### src/rtl/cbp_pkg.sv
package cbp_pkg;

    typedef enum logic {
        POL_INSERT_MRU = 1'b0,
        POL_BYPASS     = 1'b1
    } llc_pol_e;

    typedef enum logic {
        VERDICT_FRIENDLY   = 1'b0,
        VERDICT_UNFRIENDLY = 1'b1
    } verdict_e;

    typedef enum logic [1:0] {
        ROLE_FOLLOWER   = 2'd0,
        ROLE_PROBE_BYP  = 2'd1,
        ROLE_PROBE_MRU  = 2'd2
    } core_role_e;

    // Role of a core given the two probe positions.
    function automatic core_role_e role_of(input int idx, input int byp_idx, input int mru_idx);
        if (idx == byp_idx)      return ROLE_PROBE_BYP;
        else if (idx == mru_idx) return ROLE_PROBE_MRU;
        else                     return ROLE_FOLLOWER;
    endfunction

    // Policy a core receives: probes are pinned, followers obey the verdict.
    function automatic llc_pol_e policy_for(input core_role_e role, input verdict_e v);
        case (role)
            ROLE_PROBE_BYP: return POL_BYPASS;
            ROLE_PROBE_MRU: return POL_INSERT_MRU;
            default:        return (v == VERDICT_UNFRIENDLY) ? POL_BYPASS : POL_INSERT_MRU;
        endcase
    endfunction

endpackage

### src/rtl/cbp_window_timer.sv
module cbp_window_timer #(
    parameter int WIN_W = 16
) (
    input  logic             clk,
    input  logic             rst,
    input  logic [WIN_W-1:0] window_len,
    output logic             win_last
);
    logic [WIN_W-1:0] wcnt;
    logic [WIN_W-1:0] last_idx;

    // A zero length behaves as a single-cycle window.
    assign last_idx = (window_len == '0) ? '0 : window_len - 1'b1;
    // ">=" also closes a window at once if the length shrinks mid-window.
    assign win_last = !rst && (wcnt >= last_idx);

    always_ff @(posedge clk) begin
        if (rst)           wcnt <= '0;
        else if (win_last) wcnt <= '0;
        else               wcnt <= wcnt + 1'b1;
    end
endmodule

### src/rtl/cbp_perf_meter.sv
module cbp_perf_meter #(
    parameter int WIN_W = 16,
    parameter int RET_W = 3,
    localparam int IW   = WIN_W + RET_W
) (
    input  logic             clk,
    input  logic             rst,
    input  logic             active,
    input  logic [RET_W-1:0] retire,
    input  logic             clear,
    output logic [IW-1:0]    instr_tot,
    output logic [WIN_W-1:0] cyc_tot
);
    logic [IW-1:0]    instr_cnt;
    logic [WIN_W-1:0] cyc_cnt;

    // Totals include the current cycle so the window's last cycle counts.
    assign instr_tot = instr_cnt + (active ? IW'(retire) : '0);
    assign cyc_tot   = cyc_cnt + WIN_W'(active);

    always_ff @(posedge clk) begin
        if (rst || clear) begin
            instr_cnt <= '0;
            cyc_cnt   <= '0;
        end else begin
            instr_cnt <= instr_tot;
            cyc_cnt   <= cyc_tot;
        end
    end
endmodule

### src/rtl/cbp_verdict.sv
module cbp_verdict import cbp_pkg::*; #(
    parameter int WIN_W  = 16,
    parameter int RET_W  = 3,
    parameter int FRAC_W = 8,
    localparam int IW    = WIN_W + RET_W,
    localparam int CMP_W = IW + WIN_W + FRAC_W + 1
) (
    input  logic              clk,
    input  logic              rst,
    input  logic              win_last,
    input  logic [FRAC_W-1:0] thresh_frac,
    input  logic [IW-1:0]     byp_instr,
    input  logic [WIN_W-1:0]  byp_cyc,
    input  logic [IW-1:0]     mru_instr,
    input  logic [WIN_W-1:0]  mru_cyc,
    output logic              snap_vld,
    output logic              snap_empty,
    output verdict_e          verdict
);
    logic [IW-1:0]     s_ib, s_im;
    logic [WIN_W-1:0]  s_cb, s_cm;
    logic [FRAC_W:0]   scale;
    logic [CMP_W-1:0]  lhs, rhs;
    logic              friendly;

    // Stage 1: freeze the window totals.
    always_ff @(posedge clk) begin
        if (rst) begin
            snap_vld <= 1'b0;
            s_ib <= '0; s_im <= '0; s_cb <= '0; s_cm <= '0;
        end else begin
            snap_vld <= win_last;
            if (win_last) begin
                s_ib <= byp_instr;
                s_cb <= byp_cyc;
                s_im <= mru_instr;
                s_cm <= mru_cyc;
            end
        end
    end

    // Stage 2: division-free comparison of the two throughputs.
    assign scale      = {1'b1, thresh_frac};
    assign lhs        = (CMP_W'(s_im) * CMP_W'(s_cb)) << FRAC_W;
    assign rhs        = CMP_W'(s_ib) * CMP_W'(s_cm) * CMP_W'(scale);
    assign friendly   = lhs > rhs;
    assign snap_empty = (s_cb == '0) || (s_cm == '0);

    always_ff @(posedge clk) begin
        if (rst)
            verdict <= VERDICT_FRIENDLY;
        else if (snap_vld && !snap_empty)
            verdict <= friendly ? VERDICT_FRIENDLY : VERDICT_UNFRIENDLY;
    end
endmodule

### src/rtl/cache_benefit_probe.sv
module cache_benefit_probe import cbp_pkg::*; #(
    parameter int NUM_CORES = 8,
    parameter int BYP_IDX   = 0,
    parameter int MRU_IDX   = 1,
    parameter int WIN_W     = 16,
    parameter int RET_W     = 3,
    parameter int FRAC_W    = 8
) (
    input  logic                 clk,
    input  logic                 rst,
    input  logic [WIN_W-1:0]     window_len,
    input  logic [FRAC_W-1:0]    thresh_frac,
    input  logic                 byp_active,
    input  logic [RET_W-1:0]     byp_retire,
    input  logic                 mru_active,
    input  logic [RET_W-1:0]     mru_retire,
    output logic                 not_friendly,
    output logic [NUM_CORES-1:0] core_bypass
);
    localparam int IW       = WIN_W + RET_W;
    localparam int N_PROBES = 2;   // index 0: bypass probe, index 1: caching probe

    logic                 win_last;
    logic                 snap_vld;
    logic                 snap_empty;
    verdict_e             verdict;
    logic [N_PROBES-1:0]  p_act;
    logic [RET_W-1:0]     p_ret   [N_PROBES];
    logic [IW-1:0]        p_instr [N_PROBES];
    logic [WIN_W-1:0]     p_cyc   [N_PROBES];

    assign p_act    = {mru_active, byp_active};
    assign p_ret[0] = byp_retire;
    assign p_ret[1] = mru_retire;

    cbp_window_timer #(.WIN_W(WIN_W)) u_timer (
        .clk        (clk),
        .rst        (rst),
        .window_len (window_len),
        .win_last   (win_last)
    );

    for (genvar p = 0; p < N_PROBES; p++) begin : g_probe
        cbp_perf_meter #(.WIN_W(WIN_W), .RET_W(RET_W)) u_meter (
            .clk       (clk),
            .rst       (rst),
            .active    (p_act[p]),
            .retire    (p_ret[p]),
            .clear     (win_last),
            .instr_tot (p_instr[p]),
            .cyc_tot   (p_cyc[p])
        );
    end

    cbp_verdict #(.WIN_W(WIN_W), .RET_W(RET_W), .FRAC_W(FRAC_W)) u_verdict (
        .clk         (clk),
        .rst         (rst),
        .win_last    (win_last),
        .thresh_frac (thresh_frac),
        .byp_instr   (p_instr[0]),
        .byp_cyc     (p_cyc[0]),
        .mru_instr   (p_instr[1]),
        .mru_cyc     (p_cyc[1]),
        .snap_vld    (snap_vld),
        .snap_empty  (snap_empty),
        .verdict     (verdict)
    );

    assign not_friendly = (verdict == VERDICT_UNFRIENDLY);

    for (genvar c = 0; c < NUM_CORES; c++) begin : g_core
        localparam core_role_e ROLE = role_of(c, BYP_IDX, MRU_IDX);
        assign core_bypass[c] = (policy_for(ROLE, verdict) == POL_BYPASS);
    end
endmodule

### config.mk
export PLATFORM = sky130hd
export DESIGN_NAME = cache_benefit_probe
export DESIGN_NICKNAME = d
export VERILOG_FILES = /design/src/rtl/cbp_pkg.sv /design/src/rtl/cbp_window_timer.sv /design/src/rtl/cbp_perf_meter.sv /design/src/rtl/cbp_verdict.sv /design/src/rtl/cache_benefit_probe.sv
export SDC_FILE = /design/constraint.sdc
export NUM_CORES = 2
export LEC_CHECK = 0
export ABC_AREA = 1
export BUFFER_PORTS_ARGS = -buffer_cell sky130_fd_sc_hd__buf_2
export CORE_ASPECT_RATIO = 0.8
export CORE_MARGIN = 2
export CORE_UTILIZATION = 40
export DETAILED_ROUTE_END_ITERATION = 8
export PLACE_DENSITY = 0.59
export SYNTH_ARGS = -nofsm -noshare
export SYNTH_HDL_FRONTEND = slang
export SYNTH_SLANG_ARGS = --single-unit
### constraint.sdc
create_clock -name clk -period 29.8 [get_ports clk]
set_input_delay 5.96 -clock clk [delete_from_list [all_inputs] [get_ports clk]]
set_output_delay 5.96 -clock clk [all_outputs]
set_load 0.005 [all_outputs]
==> flow_summary.toml <==
[floorplanning]
ioPinCount = 43
initial_utilization_pct = 40.3
core.rowCount = 101
design.die.area_mm2 = 0.0980
die-height_um = 280
die_x_um = 350
floorplan.core_area_mm2 = 0.0948

[timing]
setup_repair_after_global_routing_missed_its_margin = "false"
post-route-min-period_ns = 12.42
worst-slew-pin-transition_ns = 1.22
setup_viol = 0
clock.fmax_mhz = 80.5
clock_skew_ns = 0.0216
layout_setup_ws_ns = 17.38
report.final.hold_viol_count = 0
final_hold_slack_ns = 0.457
worst_slew_margin_rel_pct = 18.7
tns_ns = 0
min_period_over_period_pct = 41.7
final-max-slew-violation-count = 0

[routing]
post_drt_via_cell_ratio = 4.95
drt_iter0_drc = 2241
wire_per_inst_um = 16.6
postRouteAntennaNets = 0
dr.pass1.iters = 5
finalWirelength_um = 103000
detailroute.via_count = 30600
route.detailed.drc = 0

[power]
cellInternalPower_mw = 0.336
p_per_area_mw_per_mm2 = 11.6
power_frac_comb_pct = 6.3
sw_ratio_pct = 28.0
netSwitchingPower_mw = 0.131
pwr-share-seq_pct = 46.0
power_frac_clock_pct = 47.8
vdd_ir_drop_max_uv = 38.6
total_power_mw = 0.466
leakage_power_summed_over_all_cells_nw = 21.3

[global_routing]
globalRoute.totalOverflow = 0
global_route.usage.total_pct = 21.9
grt_first_pass_wirelength_um = 171000
antenna_found_initial = 0
first_global_vias = 31800
grt_start_max_net_pins = 76

[worst_setup_path]
critical_path.endpoint_type = "flip-flop"
critical_path.startpoint_type = "input port"
cpPeakStageDelay_ns = 0.61
cpMaxStageDelayCell = "sky130_fd_sc_hd__buf_2"
timing.critical_path.fanout_max = 34
critPathKind = "in2reg"
worst-endpoint-arrival_ns = 12.82
timing.critical_path.required_ns = 30.20

[clocking]
cts_hold_bufs = 0
cts_tree = "done"
clkSlewWorstSetupHoldPaths_ns = 0.08
clock_h_tree_levels = 4
clock_latency_ns = 0.45
cts-root-to-sink-buffers = 2
postCtsSetupBuffers = 0
clock-root-buffer = "sky130_fd_sc_hd__clkbuf_16"
cts.sinks = 158
cts_made_buffers = 17
cts_resized = 0

[logic_synthesis]
synthTopCellsByArea = "sky130_fd_sc_hd__fa_1 37%, sky130_fd_sc_hd__inv_1 13%, sky130_fd_sc_hd__nand2_1 11%"
synth_ff_type = "sky130_fd_sc_hd__dfxtp_1"
proportion_of_synthesized_chip_area_in_sequential_cells_pct = 8.28
fraction_of_synthesis_flops_using_an_asynchronous_set_or_reset_pin_pct = 0
yosysTopAreaCellShare_pct = 37.0
synth_warnings = 0
ys_types = 63
syn_area_per_cell_um2 = 7.59
synth_fp_nets = 6112
mappedNetlistArea_mm2 = 0.0382
synth-seq-cells = 158
synth_edf_count = 0
postSynthCellCount = 5031
synth_area_leader_cell = "sky130_fd_sc_hd__fa_1"

[cells_and_area]
layout-drive-gt1-share_pct = 4.07
area_delta_synth_final_pct = 4.96
final.fill_count = 9857
insertedDiodeCount = 0
final_net_count = 6012
final_non_filler_cells = 6180

[outcome]
status = "completed"

[placed_design]
place.detailed.instances = 6148
dpl.hpwl_um = 85000
detailedPlace.worstSlack_ns = 17.15
io_buffers = 40
routabilityCongestion = 0.943

[worst_hold_path]
min_path_type = "reg2reg"

[job]
maxCapViolCount = 0
-- placed cells by master, fill, tap and decap left out, types with 6 or more instances in the layout --
master	count
sky130_fd_sc_hd__inv_1	1283
sky130_fd_sc_hd__nand2_1	1162
sky130_fd_sc_hd__fa_1	706
sky130_fd_sc_hd__nor2_1	364
sky130_fd_sc_hd__ha_1	341
sky130_fd_sc_hd__dfxtp_1	158
sky130_fd_sc_hd__a21oi_1	146
sky130_fd_sc_hd__o21ai_0	126
sky130_fd_sc_hd__xor2_1	105
sky130_fd_sc_hd__nand3_1	97
sky130_fd_sc_hd__xnor2_1	48
sky130_fd_sc_hd__buf_4	42
sky130_fd_sc_hd__buf_2	40
sky130_fd_sc_hd__nand4_1	30
sky130_fd_sc_hd__nor3_1	28
sky130_fd_sc_hd__o21ai_1	22
sky130_fd_sc_hd__nor4_1	21
sky130_fd_sc_hd__a31oi_1	20
sky130_fd_sc_hd__inv_2	19
sky130_fd_sc_hd__o21bai_1	18
sky130_fd_sc_hd__clkbuf_16	17
sky130_fd_sc_hd__a21o_1	14
sky130_fd_sc_hd__nand2_2	11
sky130_fd_sc_hd__nor2_2	10
sky130_fd_sc_hd__nor3_2	7
sky130_fd_sc_hd__o21a_1	7
sky130_fd_sc_hd__a21boi_0	7
sky130_fd_sc_hd__xor2_2	7
sky130_fd_sc_hd__nand3b_1	6
-- power by group through the flow --
stage	combinational, mW	sequential, mW	clock (mW)
after floorplan	0.0192	0.219	0
after global placement	0.0290	0.219	0
after detailed placement	0.0294	0.219	0
after CTS	0.0295	0.214	0.229
after global routing	0.0334	0.215	0.236
final	0.0292	0.214	0.223
-- metal layers --
metal / up-vias / wire length, um / track usage, %
met1: 15100 / 49600 / 32.9
li1: 14500 / - / -
met4: 0 / 926 / 2.79
met2: 944 / 44400 / 34.0
met5: - / 0 / 0
met3: 82 / 7830 / 3.10
-- worst max-delay path, delay by kind of cell --
| family | cells | cell delay (ns) |
|---|---|---|
| AOI/OAI and AO/OA | 3 | 0.65 |
| buffers and inverters | 8 | 1.41 |
| and+or+nand+nor | 15 | 2.14 |
| adders and majority gates | 7 | 2.61 |
-- synthesized netlist by cell type, types with 28 or more instances --
master / instances
sky130_fd_sc_hd__inv_1: 1283
sky130_fd_sc_hd__nand2_1: 1163
sky130_fd_sc_hd__nand4_1: 30
sky130_fd_sc_hd__xor2_1: 105
sky130_fd_sc_hd__fa_1: 706
sky130_fd_sc_hd__nand3_1: 97
sky130_fd_sc_hd__a21oi_1: 146
sky130_fd_sc_hd__dfxtp_1: 158
sky130_fd_sc_hd__xnor2_1: 48
sky130_fd_sc_hd__o21ai_0: 126
sky130_fd_sc_hd__nor2_1: 365
sky130_fd_sc_hd__clkbuf_1: 184
sky130_fd_sc_hd__ha_1: 341
sky130_fd_sc_hd__nor3_1: 28
-- area by class of cell --
type	count	area (um^2)	share of cell area, %
Timing Repair Buffer	82	515	1.29
Inverter	1305	4900	12.2
Multi-Input combinational cell	3367	29400	73.2
Clock buffer	17	425	1.06
Clock inverter	15	188	0.468
Sequential cell	158	3160	7.89
Tap cell	1236	1550	3.86
-- final timing paths --
| check | start | end | slack (ns) | cells past startpoint |
|---|---|---|---|---|
| max | thresh_frac[1] | u_verdict.verdict | 17.38 | 33 |
| min | u_timer.wcnt[0] | u_timer.wcnt[0] | 0.46 | 1 |
| min reg2reg | u_timer.wcnt[0] | u_timer.wcnt[0] | 0.46 | 1 |
| max reg2reg | u_verdict.s_cm[7] | u_verdict.verdict | 17.51 | 42 |
-- metrics by stage --
stage                     util (%)  cell area [um^2]
after floorplan                  -             38200
after global placement        41.7             39500
final                         42.3             40100
after detailed placement      41.7             39500
after CTS                     42.3             40100
after global routing          42.3             40100
-- state kept, by name, indices dropped and copies added, names as in the netlist --
name / count
u_verdict.s_cm: 16
u_verdict.s_im: 19
u_verdict.verdict: 1
u_verdict.s_cb: 16
u_timer.wcnt: 16
u_verdict.s_ib: 19
g_probe.u_meter.instr_cnt: 38
u_verdict.snap_vld: 1
g_probe.u_meter.cyc_cnt: 32
-- logic make-up after synthesis --
logic type	count (synthesis)	share of synthesized area, %
compound gates	391	5.94
simple gates	1762	18.6
flops	158	8.28
other cells	2	0.0197
fa+ha+maj	1047	48.2
buf+inv	1506	14.9
xor+xnor	165	4.08
Note: power is estimated with default switching activity, not from simulation.
